**config.mk**
```make
export PLATFORM = sky130hd
export DESIGN_NAME = burst_addr_counter
export DESIGN_NICKNAME = d
export VERILOG_FILES = /design/src/rtl/burst_addr_pkg.sv /design/src/rtl/burst_ctrl_decode.sv /design/src/rtl/burst_addr_mux.sv /design/src/rtl/burst_addr_reg.sv /design/src/rtl/burst_addr_counter.sv
export SDC_FILE = /design/constraint.sdc
export NUM_CORES = 1
export LEC_CHECK = 0
export BUFFER_PORTS_ARGS = -buffer_cell sky130_fd_sc_hd__clkbuf_2
export CAP_MARGIN = 20
export CELL_PAD_IN_SITES_DETAIL_PLACEMENT = 1
export CELL_PAD_IN_SITES_GLOBAL_PLACEMENT = 2
export CORE_MARGIN = 2
export CORE_UTILIZATION = 24
export DETAILED_ROUTE_END_ITERATION = 7
export PLACE_DENSITY_LB_ADDON = 0.08
export SLEW_MARGIN = 10
export SYNTH_ARGS = -nofsm -noshare
export SYNTH_HDL_FRONTEND = slang
export SYNTH_SLANG_ARGS = --single-unit
```
**constraint.sdc**
```tcl
create_clock -name clk_i -period 5.1 [get_ports clk_i]
set_input_delay 1.02 -clock clk_i [delete_from_list [all_inputs] [get_ports clk_i]]
set_output_delay 1.02 -clock clk_i [all_outputs]
set_load 0.02 [all_outputs]
```
**src/rtl/burst_addr_pkg.sv**
```systemverilog
package burst_addr_pkg;

  typedef enum logic [1:0] {
    SEL_CLEAR = 2'd0,
    SEL_LOAD  = 2'd1,
    SEL_STEP  = 2'd2,
    SEL_KEEP  = 2'd3
  } addr_sel_e;

endpackage

```
**src/rtl/burst_ctrl_decode.sv**
```systemverilog
module burst_ctrl_decode
  import burst_addr_pkg::*;
(
  input  logic      ads_ni,
  input  logic      cnten_ni,
  input  logic      cntrst_ni,
  output addr_sel_e sel_o
);

  // priority: clear > load > step > keep
  always_comb begin
    if (!cntrst_ni)    sel_o = SEL_CLEAR;
    else if (!ads_ni)  sel_o = SEL_LOAD;
    else if (!cnten_ni) sel_o = SEL_STEP;
    else               sel_o = SEL_KEEP;
  end

  always_comb begin
    assert (sel_o == SEL_CLEAR || cntrst_ni)
      else $error("p_clear_wins_r1");
  end

endmodule

```
**src/rtl/burst_addr_mux.sv**
```systemverilog
module burst_addr_mux
  import burst_addr_pkg::*;
#(
  parameter int ADDR_W = 15
) (
  input  addr_sel_e          sel_i,
  input  logic [ADDR_W-1:0]  ext_addr_i,
  input  logic [ADDR_W-1:0]  held_addr_i,
  output logic [ADDR_W-1:0]  addr_o
);

  logic [ADDR_W-1:0] step_addr;

  // natural modulo wrap at the top of the space
  assign step_addr = held_addr_i + ADDR_W'(1);

  always_comb begin
    unique case (sel_i)
      SEL_CLEAR: addr_o = '0;
      SEL_LOAD:  addr_o = ext_addr_i;
      SEL_STEP:  addr_o = step_addr;
      default:   addr_o = held_addr_i;
    endcase
  end

endmodule

```
**src/rtl/burst_addr_reg.sv**
```systemverilog
module burst_addr_reg #(
  parameter int ADDR_W = 15
) (
  input  logic              clk_i,
  input  logic              rst_ni,
  input  logic [ADDR_W-1:0] d_i,
  output logic [ADDR_W-1:0] q_o
);

  always_ff @(posedge clk_i or negedge rst_ni) begin
    if (!rst_ni) q_o <= '0;
    else         q_o <= d_i;
  end

  p_held_follows_r6: assert property (@(posedge clk_i) disable iff (!rst_ni)
    1'b1 |=> q_o == $past(d_i))
    else $error("p_held_follows_r6");

endmodule

```
**src/rtl/burst_addr_counter.sv**
```systemverilog
module burst_addr_counter
  import burst_addr_pkg::*;
#(
  parameter int ADDR_W = 15
) (
  input  logic              clk_i,
  input  logic              rst_ni,
  input  logic [ADDR_W-1:0] addr_i,
  input  logic              ads_ni,
  input  logic              cnten_ni,
  input  logic              cntrst_ni,
  output logic [ADDR_W-1:0] addr_used_o,
  output logic [ADDR_W-1:0] addr_held_o
);

  localparam logic [ADDR_W-1:0] ADDR_TOP = {ADDR_W{1'b1}};

  addr_sel_e         sel;
  logic [ADDR_W-1:0] held_q;

  burst_ctrl_decode i_decode (
    .ads_ni    (ads_ni),
    .cnten_ni  (cnten_ni),
    .cntrst_ni (cntrst_ni),
    .sel_o     (sel)
  );

  burst_addr_mux #(.ADDR_W(ADDR_W)) i_mux (
    .sel_i       (sel),
    .ext_addr_i  (addr_i),
    .held_addr_i (held_q),
    .addr_o      (addr_used_o)
  );

  burst_addr_reg #(.ADDR_W(ADDR_W)) i_reg (
    .clk_i  (clk_i),
    .rst_ni (rst_ni),
    .d_i    (addr_used_o),
    .q_o    (held_q)
  );

  assign addr_held_o = held_q;

  p_clear_zero_r1: assert property (@(posedge clk_i) disable iff (!rst_ni)
    !cntrst_ni |-> addr_used_o == '0)
    else $error("p_clear_zero_r1");

  p_load_ext_r2: assert property (@(posedge clk_i) disable iff (!rst_ni)
    (cntrst_ni && !ads_ni) |=> addr_held_o == $past(addr_i))
    else $error("p_load_ext_r2");

  p_keep_r3: assert property (@(posedge clk_i) disable iff (!rst_ni)
    (cntrst_ni && ads_ni && cnten_ni) |=> $stable(addr_held_o))
    else $error("p_keep_r3");

  p_step_r4: assert property (@(posedge clk_i) disable iff (!rst_ni)
    (cntrst_ni && ads_ni && !cnten_ni) |-> addr_used_o == addr_held_o + ADDR_W'(1))
    else $error("p_step_r4");

  p_wrap_r5: assert property (@(posedge clk_i) disable iff (!rst_ni)
    (cntrst_ni && ads_ni && !cnten_ni && addr_held_o == ADDR_TOP) |=> addr_held_o == '0)
    else $error("p_wrap_r5");

endmodule

```
==> run_results.csv <==
group,metric,value,unit
run_status,status,"finished, final reports clean",
clock_network,cts_tree,"built",
detailed_routing,drt_iter0_drc,27,
final_layout,layout-drive-gt1-share,35.1,%
grt,overflow,0,
setup_path,start_kind,"input port",
clock_network,clock-root-buffer,"clkbuf_8",
clock_network,cts_max_path_buffers,2,
synth,synth_most_common_cell,"dfrtp_1",
setup_path,path_cells,"clkbuf_2 > nand4b_1 > or4_1 > a31oi_1 > clkbuf_2",
setup_path,cp.required,4080,ps
setup_path,max_stage_delay,500,ps
synth,synth_commonest_cells,"dfrtp_1, nor2_1, o21ai_0, nand2_1, or4_1",
place,dpl_worst_slack,1620,ps
grt,grt_max_degree,34,
detailed_routing,antenna_left,0,
clock_network,cts_buffers,3,
power_and_ir_drop,p_leak,0.601,nW
synth,synth_fp_nets,128,
final_layout,final_nets,177,
detailed_routing,viasPerCell,5.05,
setup_path,slowest_stage,"or4_1",
place,dp_hpwl,2310,um
timing,setup_viol,0,
timing,layout_setup_ws,1630,ps
final_layout,diodes,0,
clock_network,postCtsHoldBufs,0,
synth,synth_top_area_cell,"dfrtp_1",
clock_network,clk_pin_slew_worst_paths,60,ps
worst_hold_path,hold_path_class,"flop to flop",
clock_network,cts.sinks,15,
timing,fmax,288,MHz
final_layout,largestRegisters,"i_reg.q_o x15",
setup_path,r2r_slack,3380,ps
timing,period_minus_slack,3470,ps
timing,maxSlewViolCount,0,
final_layout,regMostFlops,"i_reg.q_o",
place,place_congestion,0.743,
grt,antenna_found_initial,0,
power_and_ir_drop,ir_worst_vdd,0.0635,mV
synth,syn_area,965,um2
detailed_routing,wl,3120,um
clock_network,postCtsSetupBuffers,0,
detailed_routing,remaining_drc_errors,0,
grt,grt_pass1_vias,1039,
synth,synth_area_leaders,"dfrtp_1, or4_1, o21ai_0",
synth,synth_cell_types,27,
place,dp.cells,200,
synth,synth_warnings,0,
setup_path,worstPathMaxFanout,12,
floorplan,die_h,67.4,um
synth,synth_top_area_share,38.9,%
synth,ys_dominant_reg_cell,"dfrtp_1",
synth,avgSynthCellArea,9.10,um2
final_layout,largest_reg_flops,15,
synth,async_flop_share,100,%
timing,worstMarginPinSlew,603,ps
timing,grt_setup_unrepaired,"no",
final_layout,finalInstanceArea,0.00130,mm2
synth,synth-edff-count,0,
timing,max-slew-margin-rel,59.8,%
floorplan,dieArea,0.00454,mm2
timing,finalClockSkew,3.88,ps
final_layout,n_fill_cell,485,
place,postPlaceCellArea,0.00125,mm2
flow_run,maxCapViolCount,0,
power_and_ir_drop,p_total,0.319,mW
floorplan,rows,23,
power_and_ir_drop,p_per_area,246,mW/mm2
detailed_routing,drt_first_pass_iters,4,
timing,tns,0,ps
synth,synth-seq-cells,15,
setup_path,arrival,2450,ps
final_layout,fin_cells,204,
grt,grt_usage,14.9,%
setup_path,crit_top_cell,"clkbuf_2",
clock_network,post_cts_resized,0,
final_layout,areaGrowthSynthToFinish,34.4,%
floorplan,io_pins,50,
synth,synth-seq-area-share,38.9,%
floorplan,initial_core_util,24.5,%
floorplan,coreArea,0.00394,mm2
timing,period_share,68.1,%
detailed_routing,routedWlPerCell,15.3,um
floorplan,die_x,67.4,um
clock_network,htreeDepth,1,
place,numPortBuffers,49,
timing,hold_viol,0,
setup_path,endpoint_kind,"primary output",
grt,grt_first_pass_wirelength,5110,um
detailed_routing,vias,1031,
setup_path,crit_type,"input port to primary output",
synth,syn_inst,106,
clock_network,clock_latency,250,ps
[cells in the final DEF (no fill, tap or decap), drive strengths merged, types with 3 or more instances in the layout]
cell    instances
o21ai          10
o41ai           4
or3             4
nor2b           4
clkbuf         53
o211a           4
o31ai           3
nor2           13
nand2           7
or4             7
dfrtp          15
nand3           4
a31oi           5
[worst max-delay path: cells and delay by family]
| family | cells | cell delay, ps |
|---|---|---|
| compound gates | 1 | 250 |
| buf+inv | 2 | 400 |
| simple gates | 2 | 780 |
[metal layers]
metal,GRT usage (%),part of all wire [%]
met3,2.17,5.3
met2,24.1,47
met4,5.10,1.1
met5,0,0
met1,20.1,47
[kinds of logic (layout without fill, tap and decap cells)]
family                     count (synthesis)  in the layout  synth area share (%)
buffers and inverters                      6             54                  2.59
DFF                                       15             15                  38.9
xor gates and xnor gates                   3              3                  2.72
AOI/OAI and AO/OA                         31             31                  22.4
adders and majority gates                  2              2                  2.59
muxes                                      2              2                  2.08
and+or+nand+nor                           47             47                  28.7
[path summary, 6_finish.rpt]
kind	startpoint	end	depth (start not counted)
setup / recovery	cnten_ni	addr_used_o[9]	5
hold / removal	i_reg.q_o[14]	i_reg.q_o[14]	2
setup reg to reg	i_reg.q_o[2]	i_reg.q_o[14]	3
hold reg to reg	i_reg.q_o[14]	i_reg.q_o[14]	2
max in group asynchronous	rst_ni	i_reg.q_o[14]	1
min in group asynchronous	rst_ni	i_reg.q_o[9]	1
[per-stage QoR]
stage	utilization (%)	hold slack [ps]
after floorplan	-	724
after global placement	31.7	615
after detailed placement	31.7	635
after CTS	32.9	652
after global routing	32.9	679
final	32.9	653
[cell type report]
type                       count  area [um2]  area share (%)
tap                           50        62.6            4.83
multi-input combinational     85         564            43.5
sequential                    15         375            29.0
inverter                       1        3.75           0.290
timing repair buffer          49         245            18.9
clock buffer                   4        45.0            3.47
[power breakdown]
group          total, mW  internal [mW]  switching [mW]
Combinational     0.0787         0.0284          0.0503
Clock             0.0998         0.0553          0.0445
Sequential         0.141          0.127          0.0138
(Power assumes the default switching activity.)
